### src/rtl/vwin_pkg.sv
// Package: shared widths, detection-mode encoding and code decoder for the
// inbound virtual wire group. Assumes the 32-bit register layout with one
// 8-bit lane per wire.
package vwin_pkg;

    localparam int unsigned WORD_W    = 32;
    localparam int unsigned LANE_W    = 8;
    localparam int unsigned CODE_W    = 4;
    localparam int unsigned IDX_W     = 8;
    localparam int unsigned MIN_INDEX = 2;

    // Internal detection behaviour derived from a sparse 4-bit code
    typedef enum logic [2:0] {
        DET_OFF,
        DET_LOW,
        DET_HIGH,
        DET_RISE,
        DET_FALL,
        DET_BOTH
    } det_mode_t;

    localparam logic [CODE_W-1:0] CODE_LOW  = 4'd0;
    localparam logic [CODE_W-1:0] CODE_HIGH = 4'd1;
    localparam logic [CODE_W-1:0] CODE_OFF  = 4'd4;
    localparam logic [CODE_W-1:0] CODE_RISE = 4'd13;
    localparam logic [CODE_W-1:0] CODE_FALL = 4'd14;
    localparam logic [CODE_W-1:0] CODE_BOTH = 4'd15;

    // Map a stored mode code onto a detection behaviour; unknown codes are quiet
    function automatic det_mode_t decode_mode(input logic [CODE_W-1:0] code);
        case (code)
            CODE_LOW:  return DET_LOW;
            CODE_HIGH: return DET_HIGH;
            CODE_RISE: return DET_RISE;
            CODE_FALL: return DET_FALL;
            CODE_BOTH: return DET_BOTH;
            default:   return DET_OFF;
        endcase
    endfunction

endpackage

### src/rtl/vwin_cfg_regs.sv
// Module: configuration storage for one wire group. It holds the host index,
// the reset-domain selector, the reload pattern and the raw mode code of each
// wire. Assumes the caller decodes the address into the two write strobes.
module vwin_cfg_regs
    import vwin_pkg::*;
#(
    parameter int unsigned NUM_WIRES = 4,
    parameter int unsigned NUM_DOMS  = 4,
    localparam int unsigned SRC_W    = $clog2(NUM_DOMS)
) (
    input  logic                              clk,
    input  logic                              rst_n,
    input  logic                              wr_cfg,
    input  logic                              wr_mode,
    input  logic [WORD_W-1:0]                 wdata,
    output logic [IDX_W-1:0]                  host_idx,
    output logic [SRC_W-1:0]                  dom_sel,
    output logic [NUM_WIRES-1:0]              reload_pat,
    output logic [NUM_WIRES-1:0][CODE_W-1:0]  mode_code
);

    localparam int unsigned SRC_LSB = 8;
    localparam int unsigned PAT_LSB = 12;

    // Configuration word: index, selector, reload pattern
    always_ff @(posedge clk) begin
        if (!rst_n) begin
            host_idx   <= '0;
            dom_sel    <= '0;
            reload_pat <= '0;
        end else if (wr_cfg) begin
            host_idx   <= wdata[IDX_W-1:0];
            dom_sel    <= wdata[SRC_LSB +: SRC_W];
            reload_pat <= wdata[PAT_LSB +: NUM_WIRES];
        end
    end

    // Mode word: one code per wire lane, reset to the disabled code
    generate
        for (genvar k = 0; k < NUM_WIRES; k++) begin : g_mode
            always_ff @(posedge clk) begin
                if (!rst_n)
                    mode_code[k] <= CODE_OFF;
                else if (wr_mode)
                    mode_code[k] <= wdata[k*LANE_W +: CODE_W];
            end
        end
    endgenerate

endmodule

### src/rtl/vwin_rst_pick.sv
// Module: reset-domain reload detector. It samples every candidate domain
// input on clk and pulses reload for one cycle when the selected input goes
// from 0 to 1. Assumes the domain inputs are already synchronous to clk.
module vwin_rst_pick #(
    parameter int unsigned NUM_DOMS = 4,
    localparam int unsigned SRC_W   = $clog2(NUM_DOMS)
) (
    input  logic                clk,
    input  logic                rst_n,
    input  logic [NUM_DOMS-1:0] dom_in,
    input  logic [SRC_W-1:0]    dom_sel,
    output logic                reload
);

    logic [NUM_DOMS-1:0] dom_q;
    logic [NUM_DOMS-1:0] dom_rise;

    // Keep last sampled level of every domain input
    always_ff @(posedge clk) begin
        if (!rst_n) dom_q <= '0;
        else        dom_q <= dom_in;
    end

    // Rising-edge vector and selection of the chosen domain
    always_comb begin
        dom_rise = dom_in & ~dom_q;
        reload   = dom_rise[dom_sel];
    end

    // one rising edge gives exactly one reload pulse
    a_r3_single_pulse: assert property (@(posedge clk) disable iff (!rst_n)
        (reload && $stable(dom_sel)) |=> !reload)
        else $error("reload pulse lasted more than one cycle");

endmodule

### src/rtl/vwin_wire_slice.sv
// Module: one virtual wire. It holds the state, the previous-state copy used
// for edge detection and the sticky edge pending flag, and it drives the
// wire's interrupt from its decoded mode. Assumes reload and update never
// need to be merged: reload wins.
module vwin_wire_slice
    import vwin_pkg::*;
(
    input  logic              clk,
    input  logic              rst_n,
    input  logic              reload,
    input  logic              reload_bit,
    input  logic              upd_we,
    input  logic              upd_bit,
    input  logic              clr_pend,
    input  logic [CODE_W-1:0] mode_code,
    output logic              state_o,
    output logic              pend_o,
    output logic              irq_o
);

    logic      st_q;
    logic      prev_q;
    logic      pend_q;
    logic      went_up;
    logic      went_down;
    logic      edge_hit;
    det_mode_t mode;

    // Decode the code and classify the last state change
    always_comb begin
        mode      = decode_mode(mode_code);
        went_up   = st_q & ~prev_q;
        went_down = ~st_q & prev_q;
        edge_hit  = (went_up   && (mode == DET_RISE || mode == DET_BOTH)) ||
                    (went_down && (mode == DET_FALL || mode == DET_BOTH));
    end

    // Wire state and its previous copy; reload sets both so no edge appears
    always_ff @(posedge clk) begin
        if (!rst_n) begin
            st_q   <= 1'b0;
            prev_q <= 1'b0;
        end else if (reload) begin
            st_q   <= reload_bit;
            prev_q <= reload_bit;
        end else begin
            prev_q <= st_q;
            if (upd_we) st_q <= upd_bit;
        end
    end

    // Sticky pending flag: a new edge takes priority over a clear
    always_ff @(posedge clk) begin
        if (!rst_n) pend_q <= 1'b0;
        else        pend_q <= edge_hit | (pend_q & ~clr_pend);
    end

    // Interrupt output selected by detection mode
    always_comb begin
        case (mode)
            DET_LOW:                     irq_o = ~st_q;
            DET_HIGH:                    irq_o = st_q;
            DET_RISE, DET_FALL, DET_BOTH: irq_o = pend_q;
            default:                     irq_o = 1'b0;
        endcase
    end

    assign state_o = st_q;
    assign pend_o  = pend_q;

    // an accepted update without reload lands in the state
    a_r4_update_lands: assert property (@(posedge clk) disable iff (!rst_n)
        (upd_we && !reload) |=> (st_q == $past(upd_bit)))
        else $error("accepted update not stored");

    // reload wins over a simultaneous update
    a_r6_reload_wins: assert property (@(posedge clk) disable iff (!rst_n)
        reload |=> (st_q == $past(reload_bit)))
        else $error("reload pattern not stored");

    // a reload raises no pending flag in the cycle that follows it
    a_r6_reload_no_edge: assert property (@(posedge clk) disable iff (!rst_n)
        reload |=> ##1 !$rose(pend_q))
        else $error("reload raised an edge pending flag");

    // a clear with no new edge drops the flag
    a_r7_clear_drops: assert property (@(posedge clk) disable iff (!rst_n)
        (clr_pend && !edge_hit) |=> !pend_q)
        else $error("pending flag survived a clear");

    // quiet modes never assert the interrupt
    a_r10_quiet_mode: assert property (@(posedge clk) disable iff (!rst_n)
        (mode == DET_OFF) |-> !irq_o)
        else $error("interrupt asserted in a quiet mode");

endmodule

### src/rtl/vwin_group.sv
// Module: top of one inbound virtual wire group. It decodes the register
// port, filters wire updates by host index and mask, picks the reload domain
// and instantiates one slice per wire. Assumes a fixed 8-bit lane per wire in
// the mode and state words, so NUM_WIRES may not exceed 4.
module vwin_group
    import vwin_pkg::*;
#(
    parameter int unsigned NUM_WIRES = 4,
    parameter int unsigned NUM_DOMS  = 4,
    parameter int unsigned ADDR_W    = 4
) (
    input  logic                 clk,
    input  logic                 rst_n,
    input  logic                 reg_wr,
    input  logic [ADDR_W-1:0]    reg_addr,
    input  logic [WORD_W-1:0]    reg_wdata,
    output logic [WORD_W-1:0]    reg_rdata,
    input  logic                 upd_valid,
    input  logic [IDX_W-1:0]     upd_index,
    input  logic [NUM_WIRES-1:0] upd_mask,
    input  logic [NUM_WIRES-1:0] upd_state,
    input  logic [NUM_DOMS-1:0]  dom_rst,
    output logic [NUM_WIRES-1:0] wire_irq
);

    localparam int unsigned SRC_W   = $clog2(NUM_DOMS);
    localparam int unsigned SRC_LSB = 8;
    localparam int unsigned PAT_LSB = 12;
    localparam logic [1:0]  W_CFG   = 2'd0;
    localparam logic [1:0]  W_MODE  = 2'd1;
    localparam logic [1:0]  W_STATE = 2'd2;

    logic [1:0]                       word_sel;
    logic                             wr_cfg;
    logic                             wr_mode;
    logic                             wr_state;
    logic [IDX_W-1:0]                 host_idx;
    logic [SRC_W-1:0]                 dom_sel;
    logic [NUM_WIRES-1:0]             reload_pat;
    logic [NUM_WIRES-1:0][CODE_W-1:0] mode_code;
    logic                             reload;
    logic                             upd_hit;
    logic [NUM_WIRES-1:0]             upd_we;
    logic [NUM_WIRES-1:0]             clr_pend;
    logic [NUM_WIRES-1:0]             wire_st;
    logic [NUM_WIRES-1:0]             wire_pend;

    // Register word decode and write strobes
    always_comb begin
        word_sel = reg_addr[3:2];
        wr_cfg   = reg_wr && (word_sel == W_CFG);
        wr_mode  = reg_wr && (word_sel == W_MODE);
        wr_state = reg_wr && (word_sel == W_STATE);
    end

    // Update filter: matching index, index at least the minimum, per-wire mask
    always_comb begin
        upd_hit = upd_valid && (upd_index == host_idx) &&
                  (host_idx >= IDX_W'(MIN_INDEX));
        upd_we  = {NUM_WIRES{upd_hit}} & upd_mask;
    end

    vwin_cfg_regs #(
        .NUM_WIRES (NUM_WIRES),
        .NUM_DOMS  (NUM_DOMS)
    ) u_cfg (
        .clk        (clk),
        .rst_n      (rst_n),
        .wr_cfg     (wr_cfg),
        .wr_mode    (wr_mode),
        .wdata      (reg_wdata),
        .host_idx   (host_idx),
        .dom_sel    (dom_sel),
        .reload_pat (reload_pat),
        .mode_code  (mode_code)
    );

    vwin_rst_pick #(
        .NUM_DOMS (NUM_DOMS)
    ) u_rst (
        .clk     (clk),
        .rst_n   (rst_n),
        .dom_in  (dom_rst),
        .dom_sel (dom_sel),
        .reload  (reload)
    );

    generate
        for (genvar k = 0; k < NUM_WIRES; k++) begin : g_wire
            // Write-one-to-clear bit sits just above the state bit of the lane
            assign clr_pend[k] = wr_state && reg_wdata[k*LANE_W + 1];

            vwin_wire_slice u_slice (
                .clk        (clk),
                .rst_n      (rst_n),
                .reload     (reload),
                .reload_bit (reload_pat[k]),
                .upd_we     (upd_we[k]),
                .upd_bit    (upd_state[k]),
                .clr_pend   (clr_pend[k]),
                .mode_code  (mode_code[k]),
                .state_o    (wire_st[k]),
                .pend_o     (wire_pend[k]),
                .irq_o      (wire_irq[k])
            );
        end
    endgenerate

    // Read-data multiplexer assembling the selected word
    always_comb begin
        reg_rdata = '0;
        case (word_sel)
            W_CFG: begin
                reg_rdata[IDX_W-1:0]           = host_idx;
                reg_rdata[SRC_LSB +: SRC_W]    = dom_sel;
                reg_rdata[PAT_LSB +: NUM_WIRES] = reload_pat;
            end
            W_MODE: begin
                for (int k = 0; k < NUM_WIRES; k++)
                    reg_rdata[k*LANE_W +: CODE_W] = mode_code[k];
            end
            W_STATE: begin
                for (int k = 0; k < NUM_WIRES; k++) begin
                    reg_rdata[k*LANE_W]     = wire_st[k];
                    reg_rdata[k*LANE_W + 1] = wire_pend[k];
                end
            end
            default: reg_rdata = '0;
        endcase
    end

    // an update carrying a foreign index leaves every wire unchanged
    a_r4_foreign_index: assert property (@(posedge clk) disable iff (!rst_n)
        (upd_valid && (upd_index != host_idx) && !reload) |=> $stable(wire_st))
        else $error("foreign-index update changed a wire");

    // below the minimum index no update reaches the wires
    a_r5_low_index: assert property (@(posedge clk) disable iff (!rst_n)
        (upd_valid && (host_idx < IDX_W'(MIN_INDEX)) && !reload) |=> $stable(wire_st))
        else $error("update accepted with index below minimum");

endmodule

### config.mk
export PLATFORM = sky130hd
export DESIGN_NAME = vwin_group
export DESIGN_NICKNAME = d
export VERILOG_FILES = /design/src/rtl/vwin_pkg.sv /design/src/rtl/vwin_cfg_regs.sv /design/src/rtl/vwin_rst_pick.sv /design/src/rtl/vwin_wire_slice.sv /design/src/rtl/vwin_group.sv
export SDC_FILE = /design/constraint.sdc
export NUM_CORES = 1
export LEC_CHECK = 0
export ABC_AREA = 1
export BUFFER_PORTS_ARGS = -buffer_cell sky130_fd_sc_hd__buf_2
export CORE_MARGIN = 1
export CORE_UTILIZATION = 53
export CTS_CLUSTER_SIZE = 10
export DETAILED_ROUTE_END_ITERATION = 6
export PLACE_DENSITY = 0.85
export SLEW_MARGIN = 5
export SYNTH_ARGS = -nofsm -noshare
export SYNTH_HDL_FRONTEND = slang
export SYNTH_SLANG_ARGS = --single-unit
### constraint.sdc
create_clock -name clk -period 3.5 [get_ports clk]
set_input_delay 0.35 -clock clk [delete_from_list [all_inputs] [get_ports clk]]
set_output_delay 0.35 -clock clk [all_outputs]
set_load 0.01 [all_outputs]
# ---- Word level (Yosys, flattened, before mapping)
# Index checks and enable logic that the tools add are counted.
dict set report totals {
  romBits 0
  ff_bits 46
  input_bits 60
  n_memories 0
  ram_bits 0
  latch_bits 0
}
dict set report op_classes {
  bitwise_logic 31
  n_lt_le_gt_ge 2
  mux 32
  add_sub_neg 0
  n_shift 0
  mul 0
  n_div 0
  reduce_logical 42
  n_eq_ne 39
}
# op n
set op_table {}
lappend op_table {{3-bit one-hot mux with 5 select lines} 4}
lappend op_table {{4-bit equality test (second input constant)} 12}
lappend op_table {{3-bit by 2-bit equality test with 1-bit output (second input constant)} 8}
lappend op_table {{3-bit equality test (second input constant)} 8}
lappend op_table {{1-bit logical AND} 17}
lappend op_table {{4-bit by 1-bit equality test with 1-bit output (second input constant)} 4}
lappend op_table {{4-bit zero test} 4}
lappend op_table {{1-bit two-way mux} 13}
lappend op_table {{1-bit bitwise AND} 12}
lappend op_table {{3-bit by 1-bit equality test with 1-bit output (second input constant)} 4}
lappend op_table {{1-bit logical OR} 12}
lappend op_table {{1-bit inverter} 12}
lappend op_table {{1-bit one-hot mux with 3 select lines} 4}
lappend op_table {{2-bit one-hot mux with 2 select lines} 3}
lappend op_table {{2-bit one-hot mux with 3 select lines} 2}
lappend op_table {{3-bit OR reduction} 4}
lappend op_table {{4-bit bitwise AND} 2}
lappend op_table {{8-bit equality test} 1}
lappend op_table {{8-bit by 2-bit >= comparator with 1-bit output (second input constant)} 1}
lappend op_table {{4-bit two-way mux} 2}
lappend op_table {{2-bit nonzero test} 4}
lappend op_table {{2-bit two-way mux} 3}
lappend op_table {{4-bit inverter} 1}
lappend op_table {{1-bit OR} 4}
lappend op_table {{other kinds (5)} 5}

# ---- Logic depth before layout (Yosys ltp)
# Gate-level depths: netlist of run 1.
dict set report depth {
  ltp_word 7
  mapped_depth 11
  mapped_depth_nobuf 11
}

# ---- Modules after synthesis
# Synthesis of run 1 repeated with hierarchy kept, for this count alone.
dict set report hier_totals {
  hier_cells 492
  area_unflattened_um2 2844.0
}
# module area_each_um2 cells_per_inst instances seq_area_each_um2
set modules_own_cells {}
lappend modules_own_cells {vwin_cfg_regs 1196.1 177 1 600.6}
lappend modules_own_cells {vwin_wire_slice 191.4 33 4 60.1}
lappend modules_own_cells {vwin_group 700.7 156 1 0.0}
lappend modules_own_cells {vwin_rst_pick 181.4 27 1 80.1}

# ---- Worst setup path after synthesis of run 1
# OpenSTA, ideal clock, no wires.
dict set report synth_path {
  kind {input -> output}
  start {in reg_addr[3]}
  end {out reg_rdata[16]}
  required_time_ns 3.150
  arrival_time_ns 1.263
  slack_ns 1.887
  cell_stages 6
  path_buffers 2
  path_cell_list {inv_1 ha_1 buf_2 clkbuf_1 nand2_1 a21oi_1}
}
dict set report synth_between {
  elab_chain_cells 2
  elab_cells_between_ends 3
}
# item line
set synth_rtl {}
lappend synth_rtl {{start: declaration} vwin_group.sv:15} ;# input logic [ADDR_W-1:0] reg_addr,
lappend synth_rtl {{2-bit equality test or 2-bit by 1-bit equality test with 1-bit output (tied branches)} vwin_group.sv:112} ;# case (word_sel)
lappend synth_rtl {{2-bit one-hot mux with 2 select lines (*)} vwin_group.sv:112}
lappend synth_rtl {{end: declaration} vwin_group.sv:17} ;# output logic [WORD_W-1:0] reg_rdata,
# Every way passes the cells marked *; elsewhere a longest branch is shown, timed or not.

# ---- Final worst setup path of run 1
dict set report layout_path {
  start {in reg_addr[2]}
  end {reg u_cfg.host_idx[4]}
}
dict set report layout_between {
  elab_chain_cells 2
}
# item line
set layout_rtl {}
lappend layout_rtl {{2-bit zero test} vwin_group.sv:51} ;# wr_cfg = reg_wr && (word_sel == W_CFG);
lappend layout_rtl {{1-bit logical AND} vwin_group.sv:51}
lappend layout_rtl {{end signal: assignment} vwin_cfg_regs.sv:32} ;# host_idx <= wdata[IDX_W-1:0];
lappend layout_rtl {{end: declaration} vwin_cfg_regs.sv:16} ;# output logic [IDX_W-1:0] host_idx,
# Every way passes these cells.
# A chain may end at the register's enable or synchronous reset.

==> flow_summary.ini, run 1 <==
[power_and_ir_drop]
power.density_nw_per_um2 = 357
ir_drop_mv = 0.237
power_leakage_nw = 1.62

[sta]
max_freq_mhz = 504
holdWs_ns = 0.246
timing.setup.tns_ns = 0
hold_viol = 0
maxSlewViolCount = 0
skew_ns = 0.00854
setup_viol = 0
grt_setup_unrepaired = no
tightest_slew_ns = 0.729
finalCritPeriodShare = 0.567
finalCriticalPeriod_ns = 1.98
slew_headroom = 0.513

[critical_path]
crit_arrival_ns = 2.15
cp_cell_sequence = buf_2 -> inv_1 -> ha_1 -> nand2_1 -> o21ai_0 -> a21oi_1
r2r_end = g_wire[2].u_slice.state_o
crit_type = in2reg
r2r_slack_ns = 2.13
crit_path_start_kind = primary input
critPathSlowestCell = nand2_1
critPathMaxStageDelay_ns = 0.61
rr_worst_depth = 11
critPathCaptureType = flip-flop
cp.required_ns = 3.66
r2r_start = u_cfg.host_idx[4]
path_max_fanout = 25

[grt]
grt_antenna_before_repair = 0
overflow = 0
grt_usage = 0.257
grt_pass1_wl_microns = 10300
grt_max_degree = 39
grt_pass1_vias = 2323

[layout]
regArea_sq_um = 921
n_fill_cell = 404
mostFrequentLayoutCells = 98 x nand2_1, 77 x buf_2, 58 x inv_1, 46 x dfxtp_1, 35 x nor2_1
multi_input_area_sq_um = 1270
final_nets = 517
drive_gt1_frac = 0.230
areaGrowthSynthToFinish_pct = 16.4
mostFrequentLayoutCell = nand2_1
n_antenna_cell = 0

[placement]
gp_congestion = 0.839
dp_hpwl_microns = 4570
port_buffers = 77

[logic_synthesis]
synth_seq_cells = 46
synthDistinctLibCells = 29
synth-seq-area-share = 0.361
avgSynthCellArea_sq_um = 6.61
synthCells = 386
synth_area_sq_um = 2550
ys_warn_count = 0

[die]
die_y_microns = 71.4
dieWidth_microns = 71.4
rows = 24
start_util = 0.570
dieArea_sq_um = 5090
boundaryPins = 96
core-area_sq_um = 4470

[worst_hold_path]
hold_start = dom_rst[1]
min_to = u_rst.dom_q[1]
hold_depth = 3
hold_path.class = in2reg

[clocking]
clock_sinks = 46
ctsResizeCount = 0
cts_root_buffer = clkbuf_8
numCtsBuffers = 5
cts-hold-fix-buffers = 0
clockBufferDepth = 2
post_cts_buffers = 0
path_clk_slew_ns = 0.09
ctsHtreeMaxLevel = 2
cts_tree = done
clk_latency_ns = 0.30

[detailed_routing]
route.vias.total = 2587
routed_wl_microns = 6280
wl_per_cell_microns = 12.4
drt-initial-drc-count = 183
drc = 5
via_per_inst = 5.12
ant_nets = 0
first_pass_iters = 6

[run]
maxCapViolCount = 0

[status]
violations = DRC
status = complete, but fails checks
[cell type report]
class | instances | area share
tap | 52 | 0.0219
clock buffer | 7 | 0.0257
multi-input combinational | 259 | 0.429
sequential | 46 | 0.310
inverter | 63 | 0.0805
timing repair buffer | 78 | 0.132
[power breakdown]
| part | internal [mW] | total, mW | switching, mW |
|---|---|---|---|
| clock | 0.138 | 0.310 | 0.172 |
| sequential | 0.547 | 0.572 | 0.0249 |
| combinational | 0.0690 | 0.176 | 0.107 |
[logic make-up after synthesis]
logic type                 Yosys count  share of synthesized area
and+or+nand+nor                    168                      0.277
buffers and inverters               88                      0.150
AOI/OAI and AO/OA                   76                      0.181
DFF                                 46                      0.361
adders and majority gates            4                     0.0196
xor gates and xnor gates             3                     0.0103
other                                1                    0.00147
[layer usage]
| metal | track usage | part of all wire |
|---|---|---|
| met1 | 0.320 | 0.41 |
| met2 | 0.449 | 0.50 |
| met3 | 0.0422 | 0.068 |
| met4 | 0.0956 | 0.019 |
| met5 | 0 | 0 |
[worst max-delay path, delay by kind of cell]
family          cells  cell delay, ns
fa+ha+maj           1            0.54
buf+inv             2            0.19
simple gates        1            0.61
compound gates      2            0.44
[cells in the mapped netlist]
cell type | n | share of area
buf_4 | 12 | 0.035
ha_1 | 4 | 0.020
o41ai_1 | 4 | 0.014
inv_1 | 58 | 0.085
nand2_4 | 1 | 0.0044
o21ai_1 | 3 | 0.0059
xor2_1 | 2 | 0.0069
a22o_1 | 2 | 0.0069
o21ai_2 | 2 | 0.0069
o211ai_1 | 3 | 0.0088
inv_2 | 4 | 0.0059
o21ai_0 | 29 | 0.057
nor2_1 | 35 | 0.052
nor2_2 | 4 | 0.0098
dfxtp_1 | 46 | 0.36
xnor2_1 | 1 | 0.0034
nand3b_2 | 2 | 0.0088
nand2_1 | 98 | 0.14
nand2_2 | 4 | 0.0098
buf_2 | 3 | 0.0059
o211ai_4 | 2 | 0.017
o2111ai_1 | 2 | 0.0069
a21oi_1 | 28 | 0.055
conb_1 | 1 | 0.0015
nand3_1 | 23 | 0.045
a21oi_2 | 1 | 0.0034
clkbuf_1 | 10 | 0.015
inv_4 | 1 | 0.0025
nand3b_1 | 1 | 0.0029
[sequential cells by signal, indices dropped and copies added, names as in the netlist]
register and count:
u_cfg.reload_pat 4, g_wire.u_slice.pend_o 4, u_cfg.host_idx 8, u_cfg.mode_code 16, g_wire.u_slice.state_o 4, g_wire.u_slice.prev_q 4, u_rst.dom_q 4, u_cfg.dom_sel 2
[per-stage QoR]
stage / util / setup slack [ns] / power, mW / area, sq um / cells
floorplan: - / 1.89 / 0.700 / 2580 / 393
global placement: 0.646 / 1.20 / 0.752 / 2890 / 498
detailed placement: 0.646 / 1.17 / 0.758 / 2890 / 498
CTS: 0.663 / 1.50 / 1.06 / 2970 / 505
global route: 0.663 / 1.21 / 1.10 / 2970 / 505
finish: 0.663 / 1.52 / 1.06 / 2970 / 505
[how the worst max path moves through the flow]
stage	startpoint	endpoint	slack, ns
2_1_floorplan	reg_addr[3]	reg_rdata[16]	1.89
3_3_place_gp	reg_addr[2]	u_cfg.reload_pat[1]	1.20
3_5_place_dp	reg_addr[2]	u_cfg.host_idx[4]	1.17
4_1_cts	reg_addr[2]	u_cfg.host_idx[4]	1.50
5_1_grt	reg_addr[2]	u_cfg.host_idx[4]	1.21
6_report	reg_addr[2]	u_cfg.host_idx[4]	1.52
No activity file was read; power rests on OpenSTA's default activity.
==> run 2, diff against run 1 <==
Settings changed: ABC_AREA 1 to 0, CORE_UTILIZATION 53 to 44, PLACE_DENSITY 0.85 to 0.76.
Clock period 3.5 ns to 1.7 ns, I/O delays scaled along.
==> run 2 against run 1 <==
- the flow finishes with violations (setup timing)
- clock-buffer cell count is 1 higher
- setup slack worse by 1.6 ns
- final area is 3.0% higher
- die area is 14% higher
- clock skew is 0.00075 ns lower
- via count is 9.7% lower
- critical path type is now reg2reg
- non-clock buffer count is 16 higher
- register-to-register slack worse by 2.2 ns
- largest power group unchanged
- largest cell class unchanged
- critical path depth stayed put
==> flow_summary.ini, run 2 <==
[run]
maxCapViolCount = 0

[logic_synthesis]
synth_top_cell_by_area = dfxtp_1
ys_warn_count = 0
synth_common_cells = 77 x nand2_1, 46 x dfxtp_1, 25 x a21boi_0, 18 x and2_1, 14 x clkbuf_1
synth_edf_count = 0
synthCells = 299
synthTopCellsByArea = dfxtp_1 38%, nand2_1 12%, a21boi_0 7.7%, and2_1 4.6%, buf_4 3.7%
synth_area_sq_um = 2430
synth_seq_cells = 46
yosysMostFrequentCell = nand2_1
yosysTopAreaCellShare = 0.379
avgSynthCellArea_sq_um = 8.13
synthDistinctLibCells = 39
synth-seq-area-share = 0.379
synth-main-ff-cell = dfxtp_1
synthArstFlopShare = 0

[critical_path]
crit_start = u_cfg.host_idx[4]
r2r_start = u_cfg.host_idx[4]
crit_path_start_kind = flip-flop
cp_cell_sequence = xor2_1 -> a2111o_1 -> a2111oi_4 -> buf_4 -> a311oi_1 -> a311oi_1
path_delay_family = compound AO/OA/AOI/OAI gates
critPathCaptureType = flip-flop
critPathSlowestCell = a2111o_1
cp.required_ns = 1.91
critPathMaxStageDelay_ns = 0.42
crit_arrival_ns = 1.99
path_max_fanout = 5
crit_top_cell = a311oi_1
cp.buffers_inverters = 1
crit_type = reg2reg

[layout]
regMostFlops = u_cfg.mode_code
fin_cells = 452
areaGrowthSynthToFinish_pct = 25.7
n_antenna_cell = 0
largest_reg_flops = 16
mostFrequentLayoutCells = 77 x nand2_1, 77 x buf_2, 44 x dfxtp_1, 25 x a21boi_0, 18 x and2_1
drive_gt1_frac = 0.288
reg.largest.list = u_cfg.mode_code x16, u_cfg.host_idx x8
final_nets = 445

[placement]
port_buffers = 77
gp_congestion = 0.832
place_ws_ns = -0.0285
dp_cells = 442
dp_hpwl_microns = 4420

[sta]
maxSlewViolCount = 0
grt_setup_unrepaired = yes
hold_viol = 0
skew_ns = 0.00779
max_freq_mhz = 563
finalCriticalPeriod_ns = 1.78
finalCritPeriodShare = 1.05
setup_viol = 4
fin_ws_ns = -0.0772

[die]
core-area_sq_um = 5200
start_util = 0.467
rows = 26
dieWidth_microns = 76.4
dieArea_sq_um = 5830
die_y_microns = 76.4
boundaryPins = 96

[detailed_routing]
first_pass_iters = 5
via_per_inst = 5.17
drt-initial-drc-count = 127
drc = 0
routed_wl_microns = 6160
wl_per_cell_microns = 13.6
ant_nets = 0
route.vias.total = 2336

[power_and_ir_drop]
ir_drop_mv = 0.411
comb_power_share = 0.150
power_leakage_nw = 1.33
p_seq_frac = 0.509
switchingPower_mw = 0.604
internal_power_mw = 1.69
p_clk_frac = 0.341
power.density_nw_per_um2 = 752
swShare = 0.263

[grt]
grt_max_degree = 30
grt_pass1_vias = 2233
grt_usage = 0.217
grt_antenna_before_repair = 0
grt_pass1_wl_microns = 10200
overflow = 0

[clocking]
cts-hold-fix-buffers = 0
cts_root_buffer = clkbuf_8
ctsHtreeMaxLevel = 2
cts_tree = done
clockBufferDepth = 2
path_clk_slew_ns = 0.09
numCtsBuffers = 5
clock_sinks = 46
clk_latency_ns = 0.30

[worst_hold_path]
hold_path.class = in2reg
hold_start = reg_wdata[18]

[status]
status = complete, but fails checks
violations = setup timing
[run 2: per-stage QoR]
| stage | setup TNS, ns | instance area [sq um] | utilization | total power [mW] | hold slack, ns |
|---|---|---|---|---|---|
| after floorplan | 0 | 2460 | - | 1.39 | 0.277 |
| after global placement | 0 | 2910 | 0.560 | 1.52 | 0.379 |
| after detailed placement | -0.0914 | 2910 | 0.560 | 1.53 | 0.383 |
| after CTS | -0.0613 | 3030 | 0.582 | 2.30 | 0.0669 |
| after global routing | -0.564 | 3060 | 0.588 | 2.40 | 0.0681 |
| final | -0.178 | 3060 | 0.588 | 2.30 | 0.0645 |
[run 2: kinds of logic after synthesis]
logic type | count (synthesis) | share of synthesized area
compound gates | 76 | 0.253
xor+xnor | 9 | 0.0324
fa+ha+maj | 4 | 0.0206
buf+inv | 37 | 0.0756
flops | 46 | 0.379
other cells | 1 | 0.00154
simple gates | 126 | 0.238
[run 2: cell type report]
cell class,count,area [sq um]
well taps,70,87.6
repair buffers,94,526
fillers,488,2150
flip-flops and latches,46,923
clock buffers,8,110
multi-input cells,223,1370
inverters,11,41.3
[run 2: timing repair]
action,CTS,global route
cloned,0,0
gates resized for setup,2,3
pin swaps,4,4
setup buffers,0,2
setup endpoints to repair,4,8
[run 2: worst reg2reg max path: stages (launching register included)]
cell	delay [ns]
dfxtp_2	0.33
xor2_1	0.13
a2111o_1	0.42
a2111oi_4	0.34
buf_4	0.18
a311oi_1	0.07
a311oi_1	0.22
[run 2: power groups by stage]
stage | combinational (mW) | sequential (mW) | clock [mW]
after global routing | 0.382 | 1.18 | 0.843
after floorplan | 0.209 | 1.18 | 0
after CTS | 0.340 | 1.17 | 0.794
final | 0.345 | 1.17 | 0.784
after global placement | 0.332 | 1.19 | 0
after detailed placement | 0.338 | 1.19 | 0
[run 2: final timing paths]
path	to	slack, ns	depth (start not counted)
hold / removal	u_cfg.mode_code[10]	0.06	3
hold reg to reg	g_wire[2].u_slice.prev_q	0.50	2
setup reg to reg	g_wire[2].u_slice.state_o	-0.08	6
setup / recovery	g_wire[2].u_slice.state_o	-0.08	6
[run 2: layer usage]
| metal | part of all wire | vias to the layer above | track usage |
|---|---|---|---|
| met2 | 0.45 | 88 | 0.346 |
| met1 | 0.46 | 1052 | 0.280 |
| li1 | - | 1187 | - |
| met4 | 0.015 | 0 | 0.0904 |
| met5 | 0 | - | 0 |
| met3 | 0.068 | 9 | 0.0515 |
